**src/rtl/pswd_pkg.sv**
```systemverilog
package pswd_pkg;
    localparam int DEF_RATIO_W  = 17;
    localparam int DEF_SWALLOW_W = 4;
    localparam int DEF_MIN_RATIO = 240;

    typedef enum logic {
        MOD_LO = 1'b0,
        MOD_HI = 1'b1
    } mod_sel_e;
endpackage

```
**src/rtl/pswd_ratio_reg.sv**
```systemverilog
module pswd_ratio_reg #(
    parameter int RATIO_W   = pswd_pkg::DEF_RATIO_W,
    parameter int SWALLOW_W = pswd_pkg::DEF_SWALLOW_W,
    parameter int MIN_RATIO = pswd_pkg::DEF_MIN_RATIO
) (
    input  logic                          clk_i,
    input  logic                          rst_ni,
    input  logic [RATIO_W-1:0]            ratio_i,
    input  logic                          load_i,
    input  logic                          cycle_end_i,
    output logic [RATIO_W-SWALLOW_W-1:0]  main_o,
    output logic [SWALLOW_W-1:0]          swallow_o
);
    localparam logic [RATIO_W-1:0] FLOOR = RATIO_W'(MIN_RATIO);

    typedef struct packed {
        logic [RATIO_W-1:0] staged;
        logic [RATIO_W-1:0] active;
    } reg_t;

    reg_t st_d, st_q;
    logic [RATIO_W-1:0] word_clamped;

    always_comb begin
        word_clamped = (ratio_i < FLOOR) ? FLOOR : ratio_i;
        st_d = st_q;
        if (load_i) begin
            st_d.staged = word_clamped;
        end
        if (cycle_end_i) begin
            st_d.active = st_q.staged;
        end
    end

    always_ff @(posedge clk_i or negedge rst_ni) begin
        if (!rst_ni) begin
            st_q.staged <= FLOOR;
            st_q.active <= FLOOR;
        end else begin
            st_q <= st_d;
        end
    end

    assign main_o    = st_q.active[RATIO_W-1:SWALLOW_W];
    assign swallow_o = st_q.active[SWALLOW_W-1:0];

    // the ratio driving the counters never drops under the floor
    a_r4_active_floor: assert property (@(posedge clk_i) disable iff (!rst_ni)
        st_q.active >= FLOOR);

    // the active ratio only moves at an output-cycle boundary
    a_r6_hold_midcycle: assert property (@(posedge clk_i) disable iff (!rst_ni)
        !cycle_end_i |=> $stable(st_q.active));

    // without the strobe the captured word is left alone
    a_r9_staged_hold: assert property (@(posedge clk_i) disable iff (!rst_ni)
        !load_i |=> $stable(st_q.staged));
endmodule

```
**src/rtl/pswd_prescaler.sv**
```systemverilog
module pswd_prescaler #(
    parameter int SWALLOW_W = pswd_pkg::DEF_SWALLOW_W
) (
    input  logic               clk_i,
    input  logic               rst_ni,
    input  pswd_pkg::mod_sel_e mod_i,
    output logic               pre_tc_o
);
    import pswd_pkg::*;

    localparam int PC_W = SWALLOW_W + 1;
    localparam logic [PC_W-1:0] BASE_MOD = PC_W'(1 << SWALLOW_W);

    typedef struct packed {
        logic [PC_W-1:0] cnt;
    } pre_t;

    pre_t st_d, st_q;
    logic [PC_W-1:0] last_val;
    logic            tc;

    always_comb begin
        last_val = (mod_i == MOD_HI) ? BASE_MOD : (BASE_MOD - PC_W'(1));
        tc       = (st_q.cnt == last_val);
        st_d     = st_q;
        st_d.cnt = tc ? '0 : (st_q.cnt + PC_W'(1));
    end

    always_ff @(posedge clk_i or negedge rst_ni) begin
        if (!rst_ni) begin
            st_q.cnt <= '0;
        end else begin
            st_q <= st_d;
        end
    end

    assign pre_tc_o = tc;

    // the prescaler count never exceeds the long modulus
    a_r3_count_span: assert property (@(posedge clk_i) disable iff (!rst_ni)
        st_q.cnt <= BASE_MOD);

    // the seventeenth state is reached only during a long turn
    a_r3_long_only_hi: assert property (@(posedge clk_i) disable iff (!rst_ni)
        (st_q.cnt == BASE_MOD) |-> (mod_i == MOD_HI));
endmodule

```
**src/rtl/pswd_swallow.sv**
```systemverilog
module pswd_swallow #(
    parameter int RATIO_W   = pswd_pkg::DEF_RATIO_W,
    parameter int SWALLOW_W = pswd_pkg::DEF_SWALLOW_W
) (
    input  logic                          clk_i,
    input  logic                          rst_ni,
    input  logic                          pre_tc_i,
    input  logic [RATIO_W-SWALLOW_W-1:0]  main_i,
    input  logic [SWALLOW_W-1:0]          swallow_i,
    output pswd_pkg::mod_sel_e            mod_o,
    output logic                          cycle_end_o,
    output logic                          fdiv_o,
    output logic                          fdiv_half_o
);
    import pswd_pkg::*;

    localparam int MAIN_W = RATIO_W - SWALLOW_W;

    typedef struct packed {
        logic [MAIN_W-1:0] turns;
        logic              pulse;
        logic              half;
    } sw_t;

    sw_t st_d, st_q;
    logic [MAIN_W-1:0] swallow_ext;
    logic              last_turn;
    logic              end_now;

    always_comb begin
        swallow_ext = {{(MAIN_W-SWALLOW_W){1'b0}}, swallow_i};
        last_turn   = (st_q.turns == (main_i - MAIN_W'(1)));
        end_now     = pre_tc_i && last_turn;
        mod_o       = (st_q.turns < swallow_ext) ? MOD_HI : MOD_LO;

        st_d = st_q;
        if (end_now) begin
            st_d.turns = '0;
        end else if (pre_tc_i) begin
            st_d.turns = st_q.turns + MAIN_W'(1);
        end
        st_d.pulse = end_now;
        st_d.half  = st_q.half ^ end_now;
    end

    always_ff @(posedge clk_i or negedge rst_ni) begin
        if (!rst_ni) begin
            st_q.turns <= '0;
            st_q.pulse <= 1'b0;
            st_q.half  <= 1'b0;
        end else begin
            st_q <= st_d;
        end
    end

    assign cycle_end_o = end_now;
    assign fdiv_o      = st_q.pulse;
    assign fdiv_half_o = st_q.half;

    // an output pulse lasts a single clock
    a_r1_single_pulse: assert property (@(posedge clk_i) disable iff (!rst_ni)
        st_q.pulse |=> !st_q.pulse);

    // the half-rate output flips exactly when a pulse appears
    a_r7_half_flip: assert property (@(posedge clk_i) disable iff (!rst_ni)
        st_q.pulse |-> (st_q.half != $past(st_q.half)));

    // no flip without a pulse
    a_r7_half_steady: assert property (@(posedge clk_i) disable iff (!rst_ni)
        !st_q.pulse |-> $stable(st_q.half));

    // the turn count stays inside the main count
    a_r2_turn_span: assert property (@(posedge clk_i) disable iff (!rst_ni)
        st_q.turns < main_i);
endmodule

```
**src/rtl/pswd_divider.sv**
```systemverilog
module pswd_divider #(
    parameter int RATIO_W   = pswd_pkg::DEF_RATIO_W,
    parameter int SWALLOW_W = pswd_pkg::DEF_SWALLOW_W,
    parameter int MIN_RATIO = pswd_pkg::DEF_MIN_RATIO
) (
    input  logic               clk_i,
    input  logic               rst_ni,
    input  logic [RATIO_W-1:0] ratio_i,
    input  logic               load_i,
    output logic               fdiv_o,
    output logic               fdiv_half_o
);
    import pswd_pkg::*;

    localparam int MAIN_W = RATIO_W - SWALLOW_W;

    logic [MAIN_W-1:0]    main_cnt;
    logic [SWALLOW_W-1:0] swallow_cnt;
    mod_sel_e             mod_sel;
    logic                 pre_tc;
    logic                 cycle_end;

    pswd_ratio_reg #(
        .RATIO_W   (RATIO_W),
        .SWALLOW_W (SWALLOW_W),
        .MIN_RATIO (MIN_RATIO)
    ) u_ratio (
        .clk_i       (clk_i),
        .rst_ni      (rst_ni),
        .ratio_i     (ratio_i),
        .load_i      (load_i),
        .cycle_end_i (cycle_end),
        .main_o      (main_cnt),
        .swallow_o   (swallow_cnt)
    );

    pswd_prescaler #(
        .SWALLOW_W (SWALLOW_W)
    ) u_pre (
        .clk_i    (clk_i),
        .rst_ni   (rst_ni),
        .mod_i    (mod_sel),
        .pre_tc_o (pre_tc)
    );

    pswd_swallow #(
        .RATIO_W   (RATIO_W),
        .SWALLOW_W (SWALLOW_W)
    ) u_swallow (
        .clk_i       (clk_i),
        .rst_ni      (rst_ni),
        .pre_tc_i    (pre_tc),
        .main_i      (main_cnt),
        .swallow_i   (swallow_cnt),
        .mod_o       (mod_sel),
        .cycle_end_o (cycle_end),
        .fdiv_o      (fdiv_o),
        .fdiv_half_o (fdiv_half_o)
    );

    // an output pulse follows every cycle boundary one clock later
    a_r6_pulse_after_end: assert property (@(posedge clk_i) disable iff (!rst_ni)
        cycle_end |=> fdiv_o);
endmodule

```
**config.mk**
```make
export PLATFORM = sky130hd
export DESIGN_NAME = pswd_divider
export DESIGN_NICKNAME = d
export VERILOG_FILES = /design/src/rtl/pswd_pkg.sv /design/src/rtl/pswd_ratio_reg.sv /design/src/rtl/pswd_prescaler.sv /design/src/rtl/pswd_swallow.sv /design/src/rtl/pswd_divider.sv
export SDC_FILE = /design/constraint.sdc
export NUM_CORES = 1
export LEC_CHECK = 0
export ABC_AREA = 1
export CORE_MARGIN = 5
export CORE_UTILIZATION = 50
export CTS_BUF_LIST = sky130_fd_sc_hd__clkbuf_4 sky130_fd_sc_hd__clkbuf_8 sky130_fd_sc_hd__clkbuf_16
export CTS_CLUSTER_DIAMETER = 120
export DETAILED_ROUTE_END_ITERATION = 7
export PLACE_DENSITY = 0.78
export SETUP_SLACK_MARGIN = 0.02
export SKIP_CTS_REPAIR_TIMING = 1
export SYNTH_ARGS = -nofsm -noshare
export SYNTH_HDL_FRONTEND = slang
export SYNTH_SLANG_ARGS = --single-unit
```
**constraint.sdc**
```tcl
create_clock -name clk_i -period 2.2 [get_ports clk_i]
set_input_delay 0.55 -clock clk_i [delete_from_list [all_inputs] [get_ports clk_i]]
set_output_delay 0.55 -clock clk_i [all_outputs]
set_load 0.02 [all_outputs]
```
# Word level (Yosys, flattened, before mapping)
# Index checks and enable logic that the tools add are counted.
[classes] bitwise=1 n_addsub=3 reduce_logical=2 eq_ne=2 muxes=6 order_cmp=2
[op_table] cell="$mux 13" n=2
[op_table] cell="$lt 17x8->1 const B" n=1
[op_table] cell="$mux 17" n=1
[op_table] cell="$add 13x1->13 const B" n=1
[op_table] cell="$eq 13x13->1" n=1
[op_table] cell="$lt 13x4->1" n=1
[op_table] cell="$sub 13x1->13 const B" n=1
[op_table] cell="$mux 5" n=2
[op_table] cell="$add 5x1->5 const B" n=1
[op_table] cell="$eq 5x5->1" n=1
[op_table] cell="$reduce_bool 2->1" n=1
[op_table] cell="$logic_and 1x1->1" n=1
[op_table] cell="$mux 1" n=1
[op_table] cell="$xor 1x1->1" n=1
[word_totals] regBits=54 elab_cells=22 output_inout_bits=2 input_bits=20

# Logic depth before layout (Yosys ltp)
[depth] depth_word=6 depth_mapped=16 depth_no_buf=15

# Modules after synthesis
# From an unflattened synthesis, not the netlist that was laid out.
[unflattened] hier_cells=432 area_unflattened_um2=3342.0
[modules_own_cells] module="pswd_ratio_reg" seq_area_each_um2=860.8 instances=1 area_each_um2=1540.2 cells_each=155
[modules_own_cells] module="pswd_swallow" seq_area_each_um2=375.4 instances=1 area_each_um2=1526.5 cells_each=248
[modules_own_cells] module="pswd_prescaler" seq_area_each_um2=125.1 instances=1 area_each_um2=275.3 cells_each=29

# Worst setup path before layout
# OpenSTA, ideal clock, no wires.
[synth_path] path_type="flip-flop to flip-flop" from="register u_ratio.st_q, in the netlist u_ratio.main_o[0]" to="register u_swallow.st_q, in the netlist u_swallow.fdiv_half_o" setup_slack_ps=165 period_less_slack_ps=2035 path_stages_with_launch=16 arrival_ps=1918 required_ps=2083 setup_time_ps=117 path_buffers=1 path_cell_list="dfstp_2 inv_1 ha_1 nand2_1 inv_1 nor2_1 nand2_1 nor2_1 nand2_1 inv_1 nand3_2 nor2_8 nand2_4 buf_6 nand2_1 nand2_1"
[synth_rtl] item="start: declaration" line="pswd_ratio_reg.sv:21" text="reg_t st_d, st_q;"
[synth_rtl] item="start signal: assignment" line="pswd_ratio_reg.sv:40" text="st_q <= st_d;"
[synth_rtl] item="end signal: assignment" line="pswd_swallow.sv:52" text="st_q <= st_d;"
[synth_rtl] item="end: declaration" line="pswd_swallow.sv:25" text="sw_t st_d, st_q;"

# Worst setup path after layout
[layout_path] from="register u_ratio.st_q, in the netlist u_ratio.main_o[1]" to="register u_ratio.st_q, in the netlist u_ratio.main_o[12]"
[layout_between] elab_chain_len=3
[layout_rtl] item="$sub 13x1->13" line="pswd_swallow.sv:32" text="last_turn = (st_q.turns == (main_i - MAIN_W'(1)));"
[layout_rtl] item="$eq 13x13->1" line="pswd_swallow.sv:32"
[layout_rtl] item="$logic_and 1x1->1" line="pswd_swallow.sv:33" text="end_now = pre_tc_i && last_turn;"
# Every way passes these cells.
# A chain may end at the register's enable or synchronous reset.

==> metrics.cfg <==
[worst_setup_path]
crit_required_ns = 2.41
cpPeakStageDelay_ns = 0.56
worst-path-buf-inv = 3
ff2ff_path_depth = 14
path_cells = inv_1, ha_4, buf_4, nand2_2, nand3_1, nand2_1, nand2_1, nor2_2, nand3_4, nor2_8, nand2_4, buf_12, nand2_1, nand2_1
critPathMostFrequentCell = nand2_1
critPathKind = reg -> reg
arrival_ns = 2.28
end_kind = register
reg2reg_to = u_ratio.main_o[12]
crit_family = simple AND/OR/NAND/NOR gates
cpMaxStageDelayCell = dfstp_2
crit_fanout = 13
r2r_setup_slack_ns = 0.13
cp-start-kind = register
r2r_start = u_ratio.main_o[1]

[timing]
tightest_slew_ns = 0.686
fmax_ghz = 0.482
final.min_clock_period_ns = 2.07
period_share_pct = 94.3
hold_viol_final = 0
setup_viol = 0
slew_violations = 0
rsz0062_at_grt = yes
fin_tns_setup_ns = 0
skew_ns = 0.0128
slew_headroom_pct = 54.2

[pwr]
p_leak_nw = 1.98
p_per_area_nw_per_um2 = 490
switching_share_pct = 22.3
p_sw_mw = 0.410
p_seq_share_pct = 56.7
p_clk_share_pct = 37.9
ir_drop_uv = 407
p_int_mw = 1.43
p_comb_share_pct = 5.4

[clock_tree]
cts_tree = yes
clock_latency_ns = 0.32
htreeDepth = 2
clock_path_buffers = 2
clockRootBuffer = clkbuf_8
cts_sinks = 54
numCtsBuffers = 5
cts.reportedPaths.clkPinSlew_ns = 0.11

[global_route]
grt_pass1_wl_mm = 11.9
antenna_found_initial = 0
grt_usage_pct = 17.1
grt.overflow.total = 0
grt_max_degree = 55
grt_pass1_vias = 2675

[synthesis]
synth_cells = 435
ys_seq_area_share_pct = 42.0
synth.most_common_cell = nand2_1
syn_area_per_cell_sq_um = 7.45
ys_top_cells_by_area = dfrtp_1, nand2_1, nand3_1, inv_1, dfstp_2
yosys_warnings = 0
yosys.area.top_type_share_pct = 35.5
synth_largest_area_cell = dfrtp_1
async_flop_share_pct = 100
syn-cell-area_sq_um = 3240
ys_types = 34
ys_ff_latch = 54
synthTopCellsByCount = nand2_1, inv_1, nand3_1, nor2_1, dfrtp_1
ys.flop_type = dfrtp_1
synth_edf_count = 0
synthesis.nets = 461

[final_layout]
layout.cells.non_filler = 545
final_area_sq_um = 3750
multi_input_area_sq_um = 1610
synthToLayoutAreaGrowth_pct = 15.8
drive_above_1_share_pct = 14.3
postLayoutCoreUtil_pct = 59.4
layout.area.seq_sq_um = 1360
fillers = 581
final_nets = 493
num_antenna_cells = 0

[run]
maxCapViolations = 0

[run_status]
status = complete, no violations

[placement]
gp_congestion = 0.923
placed_area_sq_um = 3590
dp_hpwl_mm = 5.13
port_buffers = 21
dpl.cell_count = 536

[die]
initial_core_util_pct = 51.3
coreArea_sq_um = 6310
row_count = 29
ioPinCount = 22
die_x_microns = 90.5
design.die.area_sq_um = 8190
die_y_microns = 90.5

[routing]
first_iter_violations = 184
dr.pass1.iters = 4
vias_per_cell = 5.02
wl_per_cell_microns = 12.5
vias = 2738
drc_errors = 0
ant_nets = 0
wl_mm = 6.79

[worst_hold_path]
min_path_type = in -> async

==> layer usage <==
layer  up-vias  GRT usage [%]  routed length [microns]
li1       1430              -                        -
met3         9           3.17                      328
met1      1240           22.7                     3230
met2        59           28.6                     3160
met4         0           4.59                       74
met5         -              0                        0
==> through the flow <==
stage | total power [mW] | worst slack [ns] | hold slack (ns)
2_1_floorplan | 1.10 | 0.165 | 0.254
3_3_place_gp | 1.16 | 0.0572 | 0.466
3_5_place_dp | 1.16 | 0.00178 | 0.474
4_1_cts | 1.86 | -0.0187 | 0.358
5_1_grt | 1.92 | 0.00596 | 0.415
6_report | 1.84 | 0.125 | 0.335
==> how the worst max path moves through the flow <==
stage	start	to	slack, ns	cells after the start
floorplan	u_ratio.main_o[0]	u_swallow.fdiv_half_o	0.16	15
global placement	u_ratio.main_o[0]	u_swallow.st_q[2]	0.06	15
detailed placement	u_ratio.main_o[0]	u_ratio.swallow_o[2]	0.002	15
CTS	u_ratio.main_o[0]	u_ratio.swallow_o[2]	-0.02	15
global route	u_ratio.main_o[1]	u_ratio.main_o[10]	0.006	14
finish	u_ratio.main_o[1]	u_ratio.main_o[12]	0.13	14
==> cells by family after synthesis <==
| family | count (synthesis) | synth area share (%) |
|---|---|---|
| buffers and inverters | 71 | 9.03 |
| muxes | 9 | 3.13 |
| xor gates and xnor gates | 14 | 3.78 |
| DFF | 54 | 42.0 |
| AOI/OAI and AO/OA | 14 | 2.47 |
| and+or+nand+nor | 267 | 37.3 |
| adders and majority gates | 6 | 2.32 |
==> power groups by stage <==
stage          sequential [mW]  clock (mW)  combinational (mW)
6_report                  1.04       0.697              0.0988
2_1_floorplan             1.06           0              0.0380
3_3_place_gp              1.06           0              0.0968
5_1_grt                   1.05       0.760               0.111
4_1_cts                   1.04       0.718               0.101
3_5_place_dp              1.06           0               0.101
==> sequential cells by signal, summed over array words and instances (netlist names) <==
| signal | flops |
|---|---|
| u_pre.st_q | 5 |
| u_ratio.main_o | 13 |
| u_ratio.st_q | 17 |
| u_ratio.swallow_o | 4 |
| u_swallow.fdiv_half_o | 1 |
| u_swallow.fdiv_o | 1 |
| u_swallow.st_q | 13 |
==> cell type report <==
type                            count  area share (%)
Sequential cell                    54            36.3
Multi-Input combinational cell    310            43.0
Tap cell                           77            2.57
Timing Repair Buffer               35            8.80
Clock buffer                        5            1.83
Inverter                           61            6.20
Clock inverter                      3            1.30
==> cells in the final DEF, fill, tap and decap left out, types with 3 or more instances in the layout <==
master	n
a31oi_1	4
buf_4	11
clkbuf_8	5
clkdlybuf4s50_1	20
dfrtp_1	46
dfstp_2	8
ha_1	5
inv_1	55
inv_2	4
mux2_2	9
nand2_1	131
nand2_2	6
nand3_1	51
nand4_1	6
nor2_1	46
nor2_2	6
nor3_1	7
o21ai_0	7
xnor2_1	3
xor2_1	11
==> worst register-to-register path: cells and delay by family (launching register included) <==
kind / cells / cell delay (ns)
buffers and inverters: 3 / 0.36
flip-flops: 1 / 0.56
adder cells (fa/ha/maj): 1 / 0.17
AND/OR/NAND/NOR: 10 / 0.90
No activity file was read; power rests on OpenSTA's default activity.
